--- src/rtl/dac_wr_pkg.sv ---
package dac_wr_pkg;

  typedef enum logic [2:0] {
    ST_IDLE    = 3'd0,
    ST_SETUP   = 3'd1,
    ST_WR_LOW  = 3'd2,
    ST_WR_HOLD = 3'd3,
    ST_LD_LOW  = 3'd4,
    ST_LD_REC  = 3'd5,
    ST_DONE    = 3'd6
  } seq_state_t;

  function automatic int unsigned ceil_div(input int unsigned num, input int unsigned den);
    return (num + den - 1) / den;
  endfunction

  function automatic int unsigned max2(input int unsigned a, input int unsigned b);
    return (a > b) ? a : b;
  endfunction

endpackage

--- src/rtl/dac_wr_timer.sv ---
module dac_wr_timer #(
  parameter int unsigned CNT_W = 3
) (
  input  logic             clk,
  input  logic             rst_n,
  input  logic             load,
  input  logic [CNT_W-1:0] load_val,
  output logic             expired
);

  logic [CNT_W-1:0] cnt_q;
  logic [CNT_W-1:0] cnt_d;
  logic             cnt_en;

  assign expired = (cnt_q == '0);
  assign cnt_en  = load | ~expired;

  always_comb begin
    if (load) cnt_d = load_val;
    else      cnt_d = cnt_q - 1'b1;
  end

  always_ff @(posedge clk or negedge rst_n) begin
    if (!rst_n)      cnt_q <= '0;
    else if (cnt_en) cnt_q <= cnt_d;
  end

  // An idle timer must not wrap: interval lengths would explode
  p_no_wrap_r3: assert property (@(posedge clk) disable iff (!rst_n)
    (!load && expired) |=> expired);

endmodule

--- src/rtl/dac_wr_fsm.sv ---
module dac_wr_fsm
  import dac_wr_pkg::*;
#(
  parameter int unsigned CNT_W    = 3,
  parameter int unsigned SU_CYC   = 1,
  parameter int unsigned WR_CYC   = 6,
  parameter int unsigned HOLD_CYC = 1,
  parameter int unsigned LD_CYC   = 6,
  parameter int unsigned REC_CYC  = 1
) (
  input  logic             clk,
  input  logic             rst_n,
  input  logic             req_valid,
  input  logic             req_load_only,
  input  logic             req_update,
  input  logic             tmr_expired,
  output seq_state_t       state_nxt,
  output logic             accept,
  output logic             tmr_load,
  output logic [CNT_W-1:0] tmr_val
);

  localparam logic [CNT_W-1:0] SU_VAL   = CNT_W'(SU_CYC - 1);
  localparam logic [CNT_W-1:0] WR_VAL   = CNT_W'(WR_CYC - 1);
  localparam logic [CNT_W-1:0] HOLD_VAL = CNT_W'(HOLD_CYC - 1);
  localparam logic [CNT_W-1:0] LD_VAL   = CNT_W'(LD_CYC - 1);
  localparam logic [CNT_W-1:0] REC_VAL  = CNT_W'(REC_CYC - 1);

  seq_state_t state_q;
  logic       upd_q;

  assign accept = (state_q == ST_IDLE) & req_valid;

  // next-state decode
  always_comb begin
    state_nxt = state_q;
    unique case (state_q)
      ST_IDLE: begin
        if (req_valid) state_nxt = req_load_only ? ST_LD_LOW : ST_SETUP;
      end
      ST_SETUP:   if (tmr_expired) state_nxt = ST_WR_LOW;
      ST_WR_LOW:  if (tmr_expired) state_nxt = ST_WR_HOLD;
      ST_WR_HOLD: if (tmr_expired) state_nxt = upd_q ? ST_LD_LOW : ST_DONE;
      ST_LD_LOW:  if (tmr_expired) state_nxt = ST_LD_REC;
      ST_LD_REC:  if (tmr_expired) state_nxt = ST_DONE;
      ST_DONE:    state_nxt = ST_IDLE;
      default:    state_nxt = ST_IDLE;
    endcase
  end

  // interval selection for the state being entered
  always_comb begin
    tmr_load = (state_nxt != state_q);
    unique case (state_nxt)
      ST_SETUP:   tmr_val = SU_VAL;
      ST_WR_LOW:  tmr_val = WR_VAL;
      ST_WR_HOLD: tmr_val = HOLD_VAL;
      ST_LD_LOW:  tmr_val = LD_VAL;
      ST_LD_REC:  tmr_val = REC_VAL;
      default:    tmr_val = '0;
    endcase
  end

  always_ff @(posedge clk or negedge rst_n) begin
    if (!rst_n) state_q <= ST_IDLE;
    else        state_q <= state_nxt;
  end

  always_ff @(posedge clk or negedge rst_n) begin
    if (!rst_n)      upd_q <= 1'b0;
    else if (accept) upd_q <= req_update & ~req_load_only;
  end

  // A request seen while busy must not alter the captured command
  p_busy_ignore_r7: assert property (@(posedge clk) disable iff (!rst_n)
    (state_q != ST_IDLE) |=> $stable(upd_q));

  // The load phase is only entered from idle or from the write hold
  p_ld_entry_r6: assert property (@(posedge clk) disable iff (!rst_n)
    (state_q != ST_LD_LOW && state_nxt == ST_LD_LOW) |->
      (state_q == ST_IDLE || (state_q == ST_WR_HOLD && upd_q)));

endmodule

--- src/rtl/dac_wr_bus.sv ---
module dac_wr_bus
  import dac_wr_pkg::*;
#(
  parameter int unsigned CHAN_W = 2,
  parameter int unsigned DATA_W = 8,
  parameter int unsigned CNT_W  = 3,
  parameter int unsigned WR_CYC = 6,
  parameter int unsigned LD_CYC = 6
) (
  input  logic              clk,
  input  logic              rst_n,
  input  seq_state_t        state_nxt,
  input  logic              cap_en,
  input  logic [CHAN_W-1:0] req_chan,
  input  logic [DATA_W-1:0] req_code,
  output logic [CHAN_W-1:0] dac_addr,
  output logic [DATA_W-1:0] dac_data,
  output logic              dac_wr_n,
  output logic              dac_ld_n,
  output logic              ready,
  output logic              done
);

  // registered strobes and status, decoded from the state being entered
  always_ff @(posedge clk or negedge rst_n) begin
    if (!rst_n) begin
      dac_wr_n <= 1'b1;
      dac_ld_n <= 1'b1;
      ready    <= 1'b1;
      done     <= 1'b0;
    end else begin
      dac_wr_n <= (state_nxt != ST_WR_LOW);
      dac_ld_n <= (state_nxt != ST_LD_LOW);
      ready    <= (state_nxt == ST_IDLE);
      done     <= (state_nxt == ST_DONE);
    end
  end

  // bus holding registers, loaded only when a write is accepted
  always_ff @(posedge clk or negedge rst_n) begin
    if (!rst_n) begin
      dac_addr <= '0;
      dac_data <= '0;
    end else if (cap_en) begin
      dac_addr <= req_chan;
      dac_data <= req_code;
    end
  end

  // pulse width monitors for the strobe assertions
  logic [CNT_W-1:0] wr_low_cnt;
  logic [CNT_W-1:0] ld_low_cnt;

  always_ff @(posedge clk or negedge rst_n) begin
    if (!rst_n) begin
      wr_low_cnt <= '0;
      ld_low_cnt <= '0;
    end else begin
      if (!dac_wr_n) wr_low_cnt <= (wr_low_cnt == '1) ? wr_low_cnt : wr_low_cnt + 1'b1;
      else           wr_low_cnt <= '0;
      if (!dac_ld_n) ld_low_cnt <= (ld_low_cnt == '1) ? ld_low_cnt : ld_low_cnt + 1'b1;
      else           ld_low_cnt <= '0;
    end
  end

  p_wr_width_r3: assert property (@(posedge clk) disable iff (!rst_n)
    $rose(dac_wr_n) |-> (wr_low_cnt == CNT_W'(WR_CYC)));

  p_ld_width_r5: assert property (@(posedge clk) disable iff (!rst_n)
    $rose(dac_ld_n) |-> (ld_low_cnt == CNT_W'(LD_CYC)));

  p_setup_r4: assert property (@(posedge clk) disable iff (!rst_n)
    $fell(dac_wr_n) |-> ($stable(dac_addr) && $stable(dac_data)));

  p_low_stable_r4: assert property (@(posedge clk) disable iff (!rst_n)
    (!dac_wr_n && $past(!dac_wr_n)) |-> ($stable(dac_addr) && $stable(dac_data)));

  p_hold_r4: assert property (@(posedge clk) disable iff (!rst_n)
    $rose(dac_wr_n) |=> ($stable(dac_addr) && $stable(dac_data)));

  p_strobe_excl_r5: assert property (@(posedge clk) disable iff (!rst_n)
    !(!dac_wr_n && !dac_ld_n));

  p_ld_gap_r5: assert property (@(posedge clk) disable iff (!rst_n)
    $fell(dac_ld_n) |-> $past(dac_wr_n));

  p_done_pulse_r8: assert property (@(posedge clk) disable iff (!rst_n)
    done |=> (!done && ready));

  p_done_busy_r7: assert property (@(posedge clk) disable iff (!rst_n)
    done |-> !ready);

endmodule

--- src/rtl/dac_wr_seq.sv ---
module dac_wr_seq
  import dac_wr_pkg::*;
#(
  parameter int unsigned CHAN_W         = 2,
  parameter int unsigned DATA_W         = 8,
  parameter int unsigned CLK_NS         = 20,
  parameter int unsigned WR_LOW_NS      = 120,
  parameter int unsigned ADDR_SETUP_NS  = 0,
  parameter int unsigned ADDR_HOLD_NS   = 0,
  parameter int unsigned DATA_SETUP_NS  = 90,
  parameter int unsigned DATA_HOLD_NS   = 10,
  parameter int unsigned LD_LOW_NS      = 120,
  parameter int unsigned STROBE_GAP_CYC = 1
) (
  input  logic              clk,
  input  logic              rst_n,
  input  logic              req_valid,
  input  logic              req_load_only,
  input  logic              req_update,
  input  logic [CHAN_W-1:0] req_chan,
  input  logic [DATA_W-1:0] req_code,
  output logic              ready,
  output logic              done,
  output logic [CHAN_W-1:0] dac_addr,
  output logic [DATA_W-1:0] dac_data,
  output logic              dac_wr_n,
  output logic              dac_ld_n
);

  localparam int unsigned WR_CYC   = max2(1, ceil_div(WR_LOW_NS, CLK_NS));
  localparam int unsigned LD_CYC   = max2(1, ceil_div(LD_LOW_NS, CLK_NS));
  localparam int unsigned AS_CYC   = ceil_div(ADDR_SETUP_NS, CLK_NS);
  localparam int unsigned DS_CYC   = ceil_div(DATA_SETUP_NS, CLK_NS);
  localparam int unsigned DS_REM   = (DS_CYC > WR_CYC) ? (DS_CYC - WR_CYC) : 0;
  localparam int unsigned SU_CYC   = max2(1, max2(AS_CYC, DS_REM));
  localparam int unsigned HOLD_CYC = max2(max2(1, STROBE_GAP_CYC),
                                          max2(ceil_div(DATA_HOLD_NS, CLK_NS),
                                               ceil_div(ADDR_HOLD_NS, CLK_NS)));
  localparam int unsigned REC_CYC  = max2(1, STROBE_GAP_CYC);
  localparam int unsigned MAX_CYC  = max2(max2(WR_CYC, LD_CYC),
                                          max2(max2(SU_CYC, HOLD_CYC), REC_CYC));
  localparam int unsigned CNT_W    = $clog2(MAX_CYC + 1);

  seq_state_t       state_nxt;
  logic             accept;
  logic             tmr_load;
  logic             tmr_expired;
  logic [CNT_W-1:0] tmr_val;
  logic             cap_en;

  assign cap_en = accept & ~req_load_only;

  dac_wr_fsm #(
    .CNT_W    (CNT_W),
    .SU_CYC   (SU_CYC),
    .WR_CYC   (WR_CYC),
    .HOLD_CYC (HOLD_CYC),
    .LD_CYC   (LD_CYC),
    .REC_CYC  (REC_CYC)
  ) u_fsm (
    .clk           (clk),
    .rst_n         (rst_n),
    .req_valid     (req_valid),
    .req_load_only (req_load_only),
    .req_update    (req_update),
    .tmr_expired   (tmr_expired),
    .state_nxt     (state_nxt),
    .accept        (accept),
    .tmr_load      (tmr_load),
    .tmr_val       (tmr_val)
  );

  dac_wr_timer #(
    .CNT_W (CNT_W)
  ) u_timer (
    .clk      (clk),
    .rst_n    (rst_n),
    .load     (tmr_load),
    .load_val (tmr_val),
    .expired  (tmr_expired)
  );

  dac_wr_bus #(
    .CHAN_W (CHAN_W),
    .DATA_W (DATA_W),
    .CNT_W  (CNT_W),
    .WR_CYC (WR_CYC),
    .LD_CYC (LD_CYC)
  ) u_bus (
    .clk       (clk),
    .rst_n     (rst_n),
    .state_nxt (state_nxt),
    .cap_en    (cap_en),
    .req_chan  (req_chan),
    .req_code  (req_code),
    .dac_addr  (dac_addr),
    .dac_data  (dac_data),
    .dac_wr_n  (dac_wr_n),
    .dac_ld_n  (dac_ld_n),
    .ready     (ready),
    .done      (done)
  );

endmodule

--- config.mk ---
export PLATFORM = sky130hd
export DESIGN_NAME = dac_wr_seq
export DESIGN_NICKNAME = d
export VERILOG_FILES = /design/src/rtl/dac_wr_pkg.sv /design/src/rtl/dac_wr_timer.sv /design/src/rtl/dac_wr_fsm.sv /design/src/rtl/dac_wr_bus.sv /design/src/rtl/dac_wr_seq.sv
export SDC_FILE = /design/constraint.sdc
export NUM_CORES = 1
export LEC_CHECK = 0
export ABC_AREA = 1
export BUFFER_PORTS_ARGS = -buffer_cell sky130_fd_sc_hd__buf_2
export CAP_MARGIN = 30
export CORE_AREA = 2 2 48 50
export CTS_CLUSTER_SIZE = 40
export DETAILED_ROUTE_END_ITERATION = 6
export DIE_AREA = 0 0 50 52
export HOLD_SLACK_MARGIN = 0.15
export PLACE_DENSITY = 0.85
export SETUP_SLACK_MARGIN = 0.4
export SYNTH_ARGS = -nofsm -noshare
export SYNTH_HDL_FRONTEND = slang
export SYNTH_SLANG_ARGS = --single-unit
--- constraint.sdc ---
create_clock -name clk -period 1.75 [get_ports clk]
set_clock_uncertainty 0.1 [all_clocks]
set_input_delay 0.35 -clock clk [delete_from_list [all_inputs] [get_ports clk]]
set_output_delay 0.35 -clock clk [all_outputs]
set_load 0.02 [all_outputs]
==> results of run 1 <==
==> flip-flops by register name, indices dropped and copies added (netlist names) <==
signal,flops
u_fsm.state_q,3
u_bus.ready,1
u_bus.dac_wr_n,1
u_bus.dac_addr,2
u_timer.cnt_q,3
u_bus.dac_data,8
u_bus.done,1
u_bus.dac_ld_n,1
u_fsm.upd_q,1
==> worst max-delay path by stage <==
stage                           startpoint          endpoint  slack (ps)  depth (start not counted)
after floorplan           u_timer.cnt_q[1]  u_timer.cnt_q[2]         340                         11
after global placement    u_timer.cnt_q[0]  u_timer.cnt_q[2]         250                         12
after detailed placement  u_timer.cnt_q[0]  u_timer.cnt_q[2]         220                         12
after CTS                 u_timer.cnt_q[0]  u_timer.cnt_q[2]         250                         10
after global routing      u_timer.cnt_q[1]  u_timer.cnt_q[2]         130                         12
final                     u_timer.cnt_q[1]  u_timer.cnt_q[1]         190                         11
==> final cells by class <==
class                      instances  area (um^2)  share of cell area, %
multi-input combinational         63          562                   37.2
timing repair buffer              44          298                   19.7
sequential                        21          532                   35.2
clock buffer                       4         26.3                   1.74
tap                               28         35.0                   2.32
inverter                          13         58.8                   3.89
==> where the power goes <==
part / switching [mW] / internal (mW)
Combinational: 1.13 / 1.00
Clock: 0.139 / 0.0889
Sequential: 0.163 / 0.735
Total: 1.43 / 1.83
==> metal layers <==
layer  vias to the layer above  wire length [um]  GRT usage [%]
li1                        408                 -              -
met4                         0                 0           5.56
met3                         0               117           6.03
met2                        28              1280           36.4
met1                       420               998           22.7
met5                         -                 0              0
==> cell usage in the layout (no fill, tap or decap), types with 5 or more instances in the layout <==
cell type  count
nand3_1        5
nand2_2        5
buf_6          6
nand2_1       11
inv_2          9
buf_4         14
mux2_2         7
dfrtp_1       16
buf_2         23
nand2_4        5
==> cell families (layout without fill, tap and decap cells) <==
group | after synthesis | count (layout) | share of synthesized area, %
XOR/XNOR | 2 | 2 | 1.75
adder cells (fa/ha/maj) | 2 | 2 | 2.50
flip-flops | 21 | 21 | 52.8
buffers and inverters | 13 | 61 | 4.87
AND/OR/NAND/NOR | 43 | 44 | 23.6
multiplexers | 10 | 10 | 11.2
AO/OA/AOI/OAI | 5 | 5 | 3.24
==> stage by stage <==
step	setup WS, ps	area (um^2)	hold slack, ps
2_1_floorplan	341	1020	-45.6
3_3_place_gp	247	1190	212
3_5_place_dp	221	1190	225
4_1_cts	254	1410	173
5_1_grt	131	1510	162
6_report	190	1510	175
==> what timing repair did <==
| action | 4_1_cts | 5_1_grt |
|---|---|---|
| setup buffers | 12 | 3 |
| cloned | 1 | 0 |
| resized for setup | 25 | 18 |
| setup endpoints to repair | 17 | 24 |
| pin swaps | 14 | 7 |
| hold buffers | 1 | 0 |
| hold endpoints to repair | 18 | 0 |
==> run summary, run 1 <==
Placed insts: 152
Fin. Hold Viols: 0
Syn Nets: 113
CP bufs+invs: 4
Wirelength per Cell: 13.8 um
Yosys cell types: 22
Total GRT Usage: 20.1%
CP startpoint kind: flip-flop
Initial drt markers: 7
CP delay by family, top: flip-flops
Initial antenna violation count: 0
Fin. max-slew vios: 0
Asr flop ratio synth: 100%
DRC errors left: 0
Initial core utilization: 47.6%
Setup_tns: 0 ps
Hold path endpoint: u_bus.dac_data[7]
Nets: 163
Core Util, Final: 71.8%
Port bufs: 28
Max VDD drop: 1.39 mV
Width of the die: 50 um
Post-synthesis sequential area ratio: 52.8%
Root buffer cell: clkbuf_4
Power Total: 3.26 mW
Crit path max fanout: 4
Number of global-route vias before repair: 881
Maxcap violations: 0
Final critical-path share of the clock period: 89.2%
R2R setup slack: 190 ps
CP max stage cell: dfrtp_1
Routed Antenna Nets: 0
RSZ-0062 raised after global routing: true
Outcome: complete, no violations
Core area: 0.00211 mm^2
YS warnings: 0
First-pass GRT wire length: 3910 um
Pwr/cell area: 2150 mW/mm^2
Hold crit path type: input pin to flip-flop
Post-synth top area share: 44.9%
Post-synth EDFFs: 0
Avg Inst Size Synth: 10.4 um^2
Htree depth: 1
Worst r2r dst: u_timer.cnt_q[1]
Final Setup Violations: 0
Post-Syn Instances: 96
Fmax: 641 MHz
Largest net degree at the start of global routing: 22
Clock sinks: 21
Synth Flop Type: dfrtp_1
Hold_sp: req_code[7]
Gr ovfl total: 0
Largest cells by area after synthesis: dfrtp_1, dfstp_2, mux2_2
FILL cells: 149
Hold Path Depth: 2
Worst Path Arrival: 1700 ps
Mapped Area: 0.00100 mm^2
Num CTS Buffers: 3
Worst Setup End Kind: flip-flop
Layout Area Growth over Synthesis: 50.8%
CTS tree: built
DPL Wire Length: 1460 um
Routed wire length: 2390 um
Worst setup path category: flip-flop to flip-flop
Routability Congestion: 0.845
Worst slew pin tran: 461 ps
Ratio of cells with drive above 1 in the final layout: 69.7%
Initial DRT Pass Iterations: 4
Via-to-Cell Ratio: 4.95
Leak Pwr: 0.752 nW
Finished Layout Cells: 173
Number of placed I/O pins: 29
Worst path required time: 1890 ps
Max Root-Sink Buffers: 2
Synth cell count leaders: dfrtp_1, nand2_1, inv_2
CP cell instances: inv_2 > ha_4 > nand3_1 > o21ai_2 > inv_2 > nand2_4 > inv_4 > nand2_4 > nand2_4 > buf_4 > a21oi_2
Reg2reg path depth: 11
Worst-path clk slew: 110 ps
R2R Path Start: u_timer.cnt_q[1]
Vias: 856
Die Footprint: 0.00260 mm^2
FP Rows: 17
Final min period: 1560 ps
Die height: 52 um
Synth area leader: dfrtp_1
Yosys reg bits: 21
CP max stage delay: 410 ps
Most used cell, CP: nand2_4
Antenna Cells: 0
Max-slew headroom: 69.2%
Clk_lat worst skew: 300 ps
Count leader, synth: dfrtp_1
Note: power is estimated with default switching activity, not from simulation.
==> inputs of run 2 (changes only) <==
Settings changed: PLACE_DENSITY 0.85 to 0.86.
==> run 2 against run 1 <==
Effect of this change:
- sequential cell count is the same
- sequential share of layout area grew 1.0 points
- die area is the same
- maximum frequency grew 0.79%
- sequential power shrank 1%
- final cell count shrank 1.2%
- critical path depth shrank 1
- total power shrank 2.2%
==> run summary, run 2 (synthesis results as in run 1) <==
Outcome: complete, no violations
Core area: 0.00211 mm^2 (unchanged)
Gr ovfl total: 0 (unchanged)
Clock sinks: 21 (unchanged)
CP max stage cell: dfrtp_1
Power Total: 3.18 mW (-2.2%)
Most common cell after layout, fill and taps aside: buf_2
FILL cells: 165 (+11%)
Initial DRT Pass Iterations: 3 (-1)
Root buffer cell: clkbuf_4
Initial antenna violation count: 0 (unchanged)
R2R Path Start: u_timer.cnt_q[1]
Wirelength per Cell: 13.6 um (-1.7%)
Final critical-path share of the clock period: 88.5% (-0.70 points)
Die height: 52 um (unchanged)
Fmax: 646 MHz (+0.79%)
Largest net degree at the start of global routing: 22 (unchanged)
Num CTS Buffers: 3 (unchanged)
Nets: 161 (-1.2%)
Initial drt markers: 5 (-2)
R2R setup slack: 200 ps (about the same)
Vias: 851 (-0.58%)
Total GRT Usage: 19.3% (-0.73 points)
Worst slew pin tran: 451 ps (-10.1 ps)
Max VDD drop: 1.37 mV (-1.3%)
Setup_tns: 0 ps (unchanged)
Hold crit path type: input pin to flip-flop
CTS tree: built
Fin. max-slew vios: 0 (unchanged)
Top flop regs: u_bus.dac_data x8, u_fsm.state_q x3, u_timer.cnt_q x3
First-pass GRT wire length: 3710 um (-5.1%)
Maxcap violations: 0 (unchanged)
Most frequent cells in the layout: buf_2, dfrtp_1, buf_4
Placed insts: 152 (unchanged)
CP cell instances: inv_2 > ha_4 > inv_2 > nor2_4 > nand2_2 > nand3_2 > nand3_2 > nand2_2 > nand2_4 > a21oi_2
Port bufs: 28 (unchanged)
Worst Setup SP: u_timer.cnt_q[1]
Worst setup path category: flip-flop to flip-flop
Worst-path clk slew: 110 ps (about the same)
Ratio of cells with drive above 1 in the final layout: 71.3% (+1.7 points)
Width of the die: 50 um (unchanged)
Layout Area Growth over Synthesis: 46.2%
Die Footprint: 0.00260 mm^2 (unchanged)
Max Root-Sink Buffers: 2 (unchanged)
Final min period: 1550 ps (-12.2 ps)
Initial core utilization: 47.6% (unchanged)
Crit path max fanout: 4 (unchanged)
DPL Wire Length: 1440 um (-1.5%)
Hold WS: 166 ps (-8.34 ps)
Top reg by flops: u_bus.dac_data
Routed wire length: 2330 um (-2.9%)
CP max stage delay: 410 ps (about the same)
Reg2reg path depth: 10 (-1)
DRC errors left: 0 (unchanged)
Routed Antenna Nets: 0 (unchanged)
CP startpoint kind: flip-flop
Setup crit end: u_timer.cnt_q[2]
Core Util, Final: 69.6% (-2.2 points)
RSZ-0062 raised after global routing: true
Place WS: 216 ps (-4.79 ps)
Antenna Cells: 0 (unchanged)
Post-route design area: 0.00147 mm^2 (-3.1%)
Via-to-Cell Ratio: 4.98 (+0.58%)
Max reg flops: 8 (unchanged)
Number of global-route vias before repair: 832 (-5.6%)
Clk_lat worst skew: 310 ps (about the same)
Finished Layout Cells: 171 (-1.2%)
FP Rows: 17 (unchanged)
Routability Congestion: 0.850 (+0.52%)
Dpl cell area: 0.00119 mm^2 (unchanged)
Htree depth: 1 (unchanged)
Worst path required time: 1900 ps (about the same)
Worst Path Arrival: 1690 ps (about the same)
Leak Pwr: 0.756 nW (+0.50%)
Final worst setup slack: 202 ps (+12.2 ps)
Max-slew headroom: 69.9% (+0.67 points)
Pwr/cell area: 2170 mW/mm^2 (+0.91%)
Worst r2r dst: u_timer.cnt_q[2]
Fin. Hold Viols: 0 (unchanged)
Number of placed I/O pins: 29 (unchanged)
Worst Setup End Kind: flip-flop
Final Setup Violations: 0 (unchanged)
-- run 2: layer usage --
metal | routed length, um | GRT usage (%)
met2 | 1290 | 36.2
met5 | 0 | 0
met4 | 43 | 8.33
met3 | 130 | 3.16
met1 | 865 | 21.5
-- run 2: worst min path at each step --
stage                         to  cells past startpoint        start  slack (ps)
2_1_floorplan  u_bus.dac_addr[0]                      0        rst_n         -50
3_3_place_gp   u_bus.dac_data[5]                      1        rst_n         210
3_5_place_dp   u_bus.dac_data[5]                      1        rst_n         230
4_1_cts        u_bus.dac_data[6]                      2  req_code[6]         160
5_1_grt        u_bus.dac_data[3]                      2  req_code[3]         150
6_report       u_bus.dac_data[6]                      2  req_code[6]         170
-- run 2: what timing repair did --
action                                  CTS  global route
setup buffers                             7             6
hold endpoints to repair                 18             0
pin swaps                                13             5
endpoints found under the setup margin   18            23
resized for setup                        28            10
hold buffers                              1             0
gates cloned                              1             0
-- run 2: final cells by class --
class / instances / area [um^2] / share of cell area, %
clock inverters: 1 / 5.00 / 0.342
repair buffers: 42 / 283 / 19.3
inverters: 13 / 53.8 / 3.67
multi-input cells: 63 / 536 / 36.5
flip-flops and latches: 21 / 531 / 36.2
clock buffers: 3 / 22.5 / 1.54
well taps: 28 / 35.0 / 2.39
-- run 2: power by group --
group	leakage (nW)	internal, mW	total (mW)	switching, mW
clock network	0.0177	0.0854	0.232	0.147
registers	0.253	0.733	0.885	0.153
logic	0.486	0.966	2.07	1.10
-- run 2: worst max-delay path: cells and delay by family, from the launching register on --
| kind | cells | cell delay [ps] |
|---|---|---|
| compound gates | 1 | 100 |
| flops | 1 | 410 |
| fa+ha+maj | 1 | 170 |
| buf+inv | 2 | 130 |
| simple gates | 6 | 580 |
